`config.mk`:
```
export PLATFORM = sky130hd
export DESIGN_NAME = branch_eval
export DESIGN_NICKNAME = d
export VERILOG_FILES = /design/src/rtl/branch_eval_pkg.sv /design/src/rtl/branch_cond_decode.sv /design/src/rtl/branch_target_calc.sv /design/src/rtl/branch_eval.sv
export SDC_FILE = /design/constraint.sdc
export NUM_CORES = 1
export LEC_CHECK = 0
export ABC_AREA = 1
export BUFFER_PORTS_ARGS = -buffer_cell sky130_fd_sc_hd__buf_2
export CORE_ASPECT_RATIO = 0.5
export CORE_MARGIN = 1.5
export CORE_UTILIZATION = 49
export DETAILED_ROUTE_END_ITERATION = 7
export GPL_TIMING_DRIVEN = 0
export PLACE_DENSITY_LB_ADDON = 0.1
export SETUP_SLACK_MARGIN = 0.3
export SLEW_MARGIN = 20
export SYNTH_ARGS = -nofsm -noshare
export SYNTH_HDL_FRONTEND = slang
export SYNTH_SLANG_ARGS = --single-unit
```
`constraint.sdc`:
```
create_clock -name clk -period 0.8 [get_ports clk]
set_clock_uncertainty 0.1 [all_clocks]
set_input_delay 0.04 -clock clk [delete_from_list [all_inputs] [get_ports clk]]
set_output_delay 0.04 -clock clk [all_outputs]
set_load 0.01 [all_outputs]
```
`src/rtl/branch_eval_pkg.sv`:
```
package branch_eval_pkg;

    typedef enum logic [2:0] {
        TEST_ALWAYS = 3'd0,
        TEST_NEG    = 3'd1,
        TEST_ZERO   = 3'd2,
        TEST_OVF    = 3'd3,
        TEST_CARRY  = 3'd4,
        TEST_SLT    = 3'd5,
        TEST_SLE    = 3'd6,
        TEST_ULE    = 3'd7
    } base_test_e;

    typedef struct packed {
        logic n;
        logic z;
        logic v;
        logic c;
    } flags_t;

endpackage

```
`src/rtl/branch_cond_decode.sv`:
```
module branch_cond_decode
    import branch_eval_pkg::*;
(
    input  logic [3:0] code,
    input  flags_t     flags,
    output logic       take,
    output logic       reserved
);
    base_test_e base;
    logic       base_true;
    logic       invert;

    assign base   = base_test_e'(code[2:0]);
    assign invert = code[3];

    always_comb begin
        unique case (base)
            TEST_ALWAYS: base_true = 1'b1;
            TEST_NEG:    base_true = flags.n;
            TEST_ZERO:   base_true = flags.z;
            TEST_OVF:    base_true = flags.v;
            TEST_CARRY:  base_true = flags.c;
            TEST_SLT:    base_true = flags.n ^ flags.v;
            TEST_SLE:    base_true = (flags.n ^ flags.v) | flags.z;
            TEST_ULE:    base_true = ~flags.c | flags.z;
            default:     base_true = 1'b0;
        endcase
    end

    always_comb begin
        reserved = invert && (base == TEST_ALWAYS);
        take     = reserved ? 1'b0 : (base_true ^ invert);
    end

    always_comb begin
        if (reserved) begin
            assert_reserved_not_taken_R7: assert (!take);
        end
    end
endmodule

```
`src/rtl/branch_target_calc.sv`:
```
module branch_target_calc #(
    parameter int PC_W   = 32,
    parameter int DISP_W = 8
) (
    input  logic [PC_W-1:0]   pc,
    input  logic [DISP_W-1:0] disp,
    output logic [PC_W-1:0]   target
);
    localparam int EXT_W = PC_W - DISP_W - 1;

    logic [PC_W-1:0] offset;

    assign offset = {{EXT_W{disp[DISP_W-1]}}, disp, 1'b0};
    assign target = pc + offset;

    always_comb begin
        assert_halfword_align_R8: assert (target[0] == pc[0]);
    end
endmodule

```
`src/rtl/branch_eval.sv`:
```
module branch_eval
    import branch_eval_pkg::*;
#(
    parameter int PC_W   = 32,
    parameter int DISP_W = 8
) (
    input  logic              clk,
    input  logic              rst_n,
    input  logic [3:0]        cond_code,
    input  logic [DISP_W-1:0] disp,
    input  logic [PC_W-1:0]   pc,
    input  logic              flag_n,
    input  logic              flag_z,
    input  logic              flag_v,
    input  logic              flag_c,
    output logic              taken,
    output logic [PC_W-1:0]   target,
    output logic              illegal_instr
);
    flags_t          flags;
    logic            take_d;
    logic            reserved_d;
    logic [PC_W-1:0] target_d;
    logic            primed;

    assign flags = '{n: flag_n, z: flag_z, v: flag_v, c: flag_c};

    branch_cond_decode u_decode (
        .code     (cond_code),
        .flags    (flags),
        .take     (take_d),
        .reserved (reserved_d)
    );

    branch_target_calc #(.PC_W(PC_W), .DISP_W(DISP_W)) u_target (
        .pc     (pc),
        .disp   (disp),
        .target (target_d)
    );

    always_ff @(posedge clk or negedge rst_n) begin
        if (!rst_n) begin
            taken         <= 1'b0;
            target        <= '0;
            illegal_instr <= 1'b0;
            primed        <= 1'b0;
        end else begin
            taken         <= take_d;
            target        <= target_d;
            illegal_instr <= reserved_d;
            primed        <= 1'b1;
        end
    end

    assert_exclusive_R7: assert property (@(posedge clk) disable iff (!rst_n)
        !(taken && illegal_instr));

    assert_always_taken_R1: assert property (@(posedge clk) disable iff (!rst_n)
        (primed && $past(cond_code) == 4'b0000) |-> taken);

    assert_reserved_flag_R7: assert property (@(posedge clk) disable iff (!rst_n)
        primed |-> (illegal_instr == ($past(cond_code) == 4'b1000)));

    assert_neg_set_R2: assert property (@(posedge clk) disable iff (!rst_n)
        (primed && $past(cond_code) == 4'b0001) |-> (taken == $past(flag_n)));

    assert_carry_clear_R3: assert property (@(posedge clk) disable iff (!rst_n)
        (primed && $past(cond_code) == 4'b1100) |-> (taken == !$past(flag_c)));

    assert_target_lsb_R8: assert property (@(posedge clk) disable iff (!rst_n)
        primed |-> (target[0] == $past(pc[0])));
endmodule

```
# After elaboration in Yosys (flattened, before gate mapping)

Cells that the tools add are included.

$add $sub $neg: 1
Multipliers: 0
Divide/modulo/power cells: 0
Magnitude comparators: 0
Equality and inequality tests: 7
Shift-type cells: 0
Muxes and demuxes: 2
Bitwise operators: 5
Reduce and logical (&&, ||, !) cells: 2

Operators by type and width:

| operator                                             | count |
|---|---|
| adder 32 bit                                         | 1 |
| equality test 3 bit (second input constant)          | 4 |
| one-hot mux 1 bit (8 select lines)                   | 1 |
| equality test 3 x 2 -> 1 bit (second input constant) | 2 |
| equality test 3 x 1 -> 1 bit (second input constant) | 1 |
| logical NOT 3 bit                                    | 1 |
| bitwise OR 1 bit                                     | 2 |
| XOR 1 bit                                            | 2 |
| logical AND 1 bit                                    | 1 |
| two-way mux 1 bit                                    | 1 |
| NOT 1 bit                                            | 1 |

Register bits: 34
Bits in latches: 0
Bits in writable memories: 0
Bits in read-only memories: 0
Bits of input ports: 50
Output and inout port bits: 34
Word-level logic and storage cells: 20
Memories kept: 0

# Depth between registers and ports, before layout

Gate-level depths: netlist of run 1.

Depth after elaboration: 5
Depth in mapped cells: 11
Gate-level depth less buffers: 11

# Modules after synthesis

From an unflattened synthesis of run 1, not the netlist that was laid out.

Cell total of the unflattened synthesis: 530
Area total of the unflattened synthesis: 3248.1 µm²

By module, submodules not included:

| module             | times used | cells each | area each (µm²) | seq. area each (µm²) |
|---|---|---|---|---|
| branch_target_calc | 1          | 464        | 2260.9          | 0.0 |
| branch_eval        | 1          | 34         | 850.8           | 850.8 |
| branch_cond_decode | 1          | 32         | 136.4           | 0.0 |

# Least setup slack after synthesis of run 1

Ideal clock, no wire load.

Kind: input to register
Start point: input port disp[0]
End point: register target[25]
Setup time: 0.117 ns
Arrival: 1.265 ns
Required time: 0.583 ns
Path slack: -0.682 ns
Cell stages on the path: 10
Buffers on the path: 0
Path through: ha_1 > fa_1 > nand3_1 > nand3_1 > nand2_1 > nand2_1 > nand3_1 > nand3_1 > nand2_1 > nand2_1

Cells in the longest elaborated chain, start to end: 1

RTL lines:

| what                 | RTL line                 | text |
|---|---|---|
| start, declared      | branch_eval.sv:10        | `input logic [DISP_W-1:0] disp,` |
| adder 32 bit         | branch_target_calc.sv:14 | `assign target = pc + offset;` |
| via target_d[25]     | branch_eval.sv:23        | `logic [PC_W-1:0] target_d;` |
| end signal, assigned | branch_eval.sv:49        | `target <= target_d;` |
| end, declared        | branch_eval.sv:17        | `output logic [PC_W-1:0] target,` |

The timed path passes the listed nets, and every way through them passes these cells.

# Worst setup path in the final report of run 1

Start point: input port disp[5]
End point: register target[31]

Same word-level chain as after synthesis.

==> results.md, run 1 <==
* RSZ-0062 raised after global routing: yes
* Static Leakage at 2.99 nW
* Wire per inst at 15.4 um
* Syn Std Cell Area at 3260 sq um
* Crit-path slowest cell: ha_4
* Total GRT Usage at 28.1%
* Worst EP required at 0.93 ns
* Peak VDD IR at 0.00104 V
* PnR worst setup slack at -0.449 ns
* Crit path buf inv count at 1
* I/O Pins at 84
* Syn avg cell area at 6.12 sq um
* P per Cell Area at 1460 nW/um^2
* Number of cell rows at 20
* Number of synthesized register bits at 34
* Sw Share at 37.8%
* Core region area at 6260 sq um
* Combinational power share at 47.8%
* DRT Pass-1 Iters at 5
* Type of element launching the critical path: input pin
* Die Area at 7180 sq um
* Tightest hold margin at -0.355 ns
* Post-DP HPWL at 6580 um
* Max-Slew Margin vs Limit at 66.5%
* Max-cap violations at 0
* Max frequency at 800 MHz
* Fillers at 347
* Crit path DAT at 1.37 ns
* Synthesized instance count at 533
* Synth cell types at 22
* Vias at 3787
* DR DRC count at 0
* Final setup violation count at 62
* Nets at 737
* Cell count along the critical path at 12
* Fin crit share at 156%
* Sequential share of power at 26.9%
* First-pass GRT wire length at 15600 um
* Gr ovfl total at 0
* Critical-path cell list: buf_2, ha_4, nand2_2, nor2_1, nand2_2, nand3_4, nand2_2, nand2_4, nand2_2, nand2_1, nand2_1, nand2_1
* Mapped Nets at 614
* Placed Instances at 704
* Commonest non-fill, non-tap cell in the layout: nand2_1
* Final hold vios at 39
* Antenna-violating nets left at 0
* DIE HEIGHT at 60.7 um
* Fin cells at 745
* P_sw at 2.97 mW
* Most frequent cells in the layout: 150 x nand2_1, 91 x inv_1, 69 x buf_2, 52 x nand2_2, 34 x dfrtp_1
* Setup crit end kind: register
* Worst Hold Class: in -> async
* Initial antenna violation count at 0
* Clk root buf: clkbuf_16
* # port buffers at 83
* Slowest stage delay, CP at 0.30 ns
* Num CTS Buffers at 5
* Pin count of the biggest net entering global routing at 35
* Crit path time final at 1.25 ns
* Clock power share at 25.3%
* Pint at 4.90 mW
* GPL Wtd Cong at 0.829
* # H-tree levels at 2
* Clk buf depth at 2
* Worst setup path class: in -> reg
* Pre-CTS WS at -1.55 ns
* Number of global-route vias before repair at 3441
* Least-Margin Pin Slew at 0.503 ns
* Top cell by count, worst path: nand2_2
* Initial Util at 52.1%
* Drt first-iter violations at 254
* Failing checks: hold timing, setup timing
* Die Wd at 118 um
* Pins Over Slew Limit at 0
* Cell family with most CP delay: simple AND/OR/NAND/NOR gates
* Via density at 5.08
* Seq/Total Area, Yosys at 26.1%
* CTS clk-pin slew, worst paths at 0.06 ns
* Layout area overhead at 65.2%
* Ant. Diodes at 0
* Final WL at 11500 um
* CTS tree: yes
* Status: finished with violations
* CP Max Fanout at 4
* Clock sinks at 34
* Share of cells above drive strength 1 at 47.9%
* Yosys warnings at 0
-- through the flow --
step / TNS [ns] / power, mW / instance area, sq um / utilization [%]
global placement: -35.67 / 4.78 / 4220 / 67.5
detailed placement: -36.03 / 4.82 / 4220 / 67.5
CTS: -11.90 / 7.35 / 5030 / 80.3
floorplan: -10.25 / 3.91 / 3690 / -
global route: -16.05 / 8.32 / 5390 / 86.1
finish: -13.95 / 7.87 / 5390 / 86.1
-- timing repair --
| action | in CTS | in global routing |
|---|---|---|
| cloned | 3 | 0 |
| buffers inserted | 21 | 9 |
| endpoints found under the hold margin | 39 | 39 |
| pin swaps | 71 | 58 |
| resized for setup | 110 | 76 |
| setup endpoints to repair | 65 | 99 |
-- cells in the mapped netlist (all sizes together) --
master / instances / area, sq um
fa: 1 / 20.0
o21bai: 3 / 22.5
ha: 30 / 375
nand4: 2 / 12.5
xor2: 16 / 140
nor3: 7 / 50.1
dfrtp: 34 / 851
o21a: 1 / 7.51
o211ai: 1 / 7.51
xnor2: 1 / 8.76
o21ai: 1 / 5.00
nor2: 43 / 161
nand3: 29 / 165
nand2: 233 / 905
a21oi: 19 / 106
or2: 1 / 6.26
inv: 111 / 417
-- area by class of cell --
type                            instances  area, sq um  area share (%)
Inverter                              111          429            7.97
Sequential cell                        34          851            15.8
Timing Repair Buffer                  116          861            16.0
Clock inverter                          1         5.00          0.0929
Clock buffer                            7          143            2.65
Multi-Input combinational cell        388         2990            55.5
Tap cell                               88          110            2.04
-- kinds of logic (layout without fill, tap and decap cells) --
| group | count (synthesis) | count (layout) | share of synthesized area, % |
|---|---|---|---|
| AOI/OAI and AO/OA | 25 | 25 | 4.57 |
| xor gates and xnor gates | 17 | 17 | 4.57 |
| adders and majority gates | 31 | 31 | 12.1 |
| buffers and inverters | 111 | 235 | 12.8 |
| DFF | 34 | 34 | 26.1 |
| and+or+nand+nor | 315 | 315 | 39.9 |
-- worst max-delay path by stage --
stage,startpoint,to
after floorplan,disp[0],target[17]
after CTS,pc[1],target[29]
after detailed placement,disp[7],target[29]
after global placement,disp[7],target[29]
after global routing,disp[5],target[31]
final,disp[5],target[31]
-- power by group through the flow --
stage                     clock network (mW)  logic, mW  registers [mW]
after floorplan                            0       1.59            2.32
after global placement                     0       2.67            2.12
after detailed placement                   0       2.70            2.12
after CTS                               2.00       3.25            2.10
after global routing                    2.14       4.05            2.13
final                                   1.99       3.76            2.12
-- sequential cells by signal, indices dropped and copies added (netlist names) --
signal	cells
taken	1
target	32
illegal_instr	1
-- routing by layer --
layer | up-vias | wire, um | global-route usage, % | share of wire [%]
li1 | 1851 | - | - | -
met1 | 1735 | 4740 | 35.4 | 41
met2 | 159 | 5520 | 49.3 | 48
met3 | 42 | 825 | 7.14 | 7.2
met4 | 0 | 388 | 8.71 | 3.4
met5 | - | 0 | 0 | 0
(Power assumes the default switching activity.)
==> run 2: changes to the inputs <==
==> constraint.sdc (replaced) <==
create_clock -name clk -period 0.8 [get_ports clk]
set_clock_uncertainty 0.1 [all_clocks]
set_input_delay 0.04 -clock clk [delete_from_list [all_inputs] [get_ports clk]]
set_output_delay 0.04 -clock clk [all_outputs]
set_load 0.02 [all_outputs]
==> run 2 against run 1 <==
  * Clock-buffer cell count unchanged
  * Design area increased by 5.9%
  * Combinational power increased by 25%
  * The run still ends with hold timing, setup timing left
  * Die area unchanged
  * Critical path type unchanged
  * Total power increased by 14%
  * Sequential cell count unchanged
  * Critical path depth decreased by 1
  * Setup slack got worse by 0.18 ns
  * Sequential share of layout area decreased by 0.88 points
==> results.md, run 2 (synthesis results as in run 1) <==
* Status: finished with violations (unchanged)
* Failing checks: hold timing, setup timing (unchanged)
* Initial antenna violation count at 0 (unchanged)
* # H-tree levels at 2 (unchanged)
* P per Cell Area at 1570 nW/um^2 (was 1460 nW/um^2)
* Via density at 5.79 (was 5.08)
* Gr ovfl total at 0 (unchanged)
* GPL Wtd Cong at 0.829 (unchanged)
* Nets at 740 (was 737)
* I/O Pins at 84 (unchanged)
* Max-Slew Margin vs Limit at 64.4% (was 66.5%)
* Clk root buf: clkbuf_16 (unchanged)
* Final setup violation count at 63 (was 62)
* Placed Instances at 704 (unchanged)
* Post-DP HPWL at 6580 um (unchanged)
* CP Max Fanout at 6 (was 4)
* Pins Over Slew Limit at 0 (unchanged)
* Fin cells at 748 (was 745)
* Pin count of the biggest net entering global routing at 35 (unchanged)
* Number of global-route vias before repair at 3522 (was 3441)
* Max-cap violations at 0 (unchanged)
* Drt first-iter violations at 519 (was 254)
* # port buffers at 83 (unchanged)
* Max frequency at 698 MHz (was 800 MHz)
* Number of cell rows at 20 (unchanged)
* Max reg flops at 32 (unchanged)
* Crit path DAT at 1.51 ns (was 1.37 ns)
* Die Area at 7180 sq um (unchanged)
* Final hold vios at 39 (unchanged)
* Clock sinks at 34 (unchanged)
* RSZ-0062 raised after global routing: yes (unchanged)
* DRT Pass-1 Iters at 6 (was 5)
* Crit path time final at 1.43 ns (was 1.25 ns)
* Worst setup path class: in -> reg (unchanged)
* Clk buf depth at 2 (unchanged)
* Total GRT Usage at 28.7% (was 28.1%)
* Top Registers: target (32), illegal_instr (1), taken (1) (unchanged)
* Ant. Diodes at 0 (unchanged)
* Fillers at 223 (was 347)
* Die Wd at 118 um (unchanged)
* Layout area overhead at 75.0% (was 65.2%)
* Placed cell area at 4220 sq um (unchanged)
* DIE HEIGHT at 60.7 um (unchanged)
* Least-Margin Pin Slew at 0.533 ns (was 0.503 ns)
* Vias at 4330 (was 3787)
* CTS tree: yes (unchanged)
* Peak VDD IR at 0.000982 V (was 0.00104 V)
* DR DRC count at 0 (unchanged)
* Worst Hold Class: in -> async (unchanged)
* Final WL at 14800 um (was 11500 um)
* Fin crit share at 179% (was 156%)
* Most frequent cells in the layout: 144 x nand2_1, 86 x inv_1, 57 x buf_6, 55 x nand2_2, 35 x buf_2 (was 150 x nand2_1, 91 x inv_1, 69 x buf_2, 52 x nand2_2, 34 x dfrtp_1)
* Worst EP required at 0.87 ns (was 0.93 ns)
* Final instance area at 5710 sq um (was 5390 sq um)
* Total power at 8.98 mW (was 7.87 mW)
* Share of cells above drive strength 1 at 49.8% (was 47.9%)
* Static Leakage at 3.05 nW (was 2.99 nW)
* Reg with most FFs: target (unchanged)
* Core region area at 6260 sq um (unchanged)
* Type of element launching the critical path: input pin (unchanged)
* Final Util at 91.2% (was 86.1%)
* Initial Util at 52.1% (unchanged)
* Num CTS Buffers at 5 (unchanged)
* Wire per inst at 19.7 um (was 15.4 um)
* CTS clk-pin slew, worst paths at 0.06 ns (about the same)
* Commonest non-fill, non-tap cell in the layout: nand2_1 (unchanged)
* Tightest hold margin at -0.354 ns (was -0.355 ns)
* Antenna-violating nets left at 0 (unchanged)
* PnR worst setup slack at -0.633 ns (was -0.449 ns)
* First-pass GRT wire length at 16000 um (was 15600 um)
* Setup crit end kind: register (unchanged)
[run 2: changes by cell type in the layout (fill, tap and decap cells not counted), moves of 2 or more]
cell / before / now
inv_1: 91 / 86
inv_2: 15 / 21
buf_2: 69 / 35
nor2_4: 2 / 5
nor2_2: 12 / 10
nand2_2: 52 / 55
nand2_4: 30 / 32
nand3_2: 15 / 10
buf_6: 20 / 57
nand2_1: 150 / 144
nand3_4: 5 / 9
[run 2: worst paths after layout]
path | depth (start not counted) | slack [ns] | from | end
max in group asynchronous | 1 | 0.58 | rst_n | target[22]
min in group clk | 1 | -0.24 | pc[0] | target[0]
hold / removal | 1 | -0.35 | rst_n | target[29]
setup / recovery | 11 | -0.63 | disp[7] | target[25]
[run 2: per-stage QoR]
stage / setup slack, ns / hold WS, ns / TNS (ns)
after CTS: -0.408 / -0.236 / -12.35
after floorplan: -0.521 / -0.356 / -10.25
after global placement: -1.53 / 0.0534 / -35.67
final: -0.633 / -0.354 / -16.33
after global routing: -0.589 / -0.326 / -17.56
after detailed placement: -1.55 / 0.0572 / -36.03
[run 2: cell type report]
class / instances / area, sq um / share of cell area (%)
clock buffers: 7 / 143 / 2.50
clock inverters: 1 / 5.00 / 0.0877
inverters: 111 / 427 / 7.48
multi-input cells: 388 / 3070 / 53.8
flip-flops and latches: 34 / 851 / 14.9
well taps: 88 / 110 / 1.93
repair buffers: 119 / 1100 / 19.3
[run 2: what timing repair did]
| action | in CTS | in global routing |
|---|---|---|
| gates resized for setup | 178 | 97 |
| setup buffers | 21 | 12 |
| hold endpoints to repair | 39 | 39 |
| pin swaps | 71 | 59 |
| gates cloned | 3 | 0 |
| endpoints found under the setup margin | 65 | 99 |
[run 2: critical path, cell delays in order]
cell,delay [ns]
buf_16,0.13
ha_4,0.28
nand2_1,0.11
nand2_1,0.10
inv_1,0.11
nand2_1,0.12
o21bai_1,0.21
nand2_1,0.14
nand3_2,0.09
nand2_1,0.09
nand2_1,0.07
[run 2: power breakdown]
| part | leakage, nW | internal, mW | switching, mW |
|---|---|---|---|
| Combinational | 2.58 | 2.07 | 2.64 |
| Sequential | 0.403 | 2.04 | 0.171 |
| Clock | 0.0739 | 1.24 | 0.829 |
| Total | 3.05 | 5.34 | 3.64 |
[run 2: routing by layer]
layer | track usage (%) | part of all wire, % | vias to the layer above
li1 | - | - | 1860
met1 | 36.9 | 36 | 1960
met2 | 49.3 | 45 | 381
met3 | 7.33 | 12 | 129
met4 | 8.89 | 7.3 | 0
met5 | 0 | 0 | -
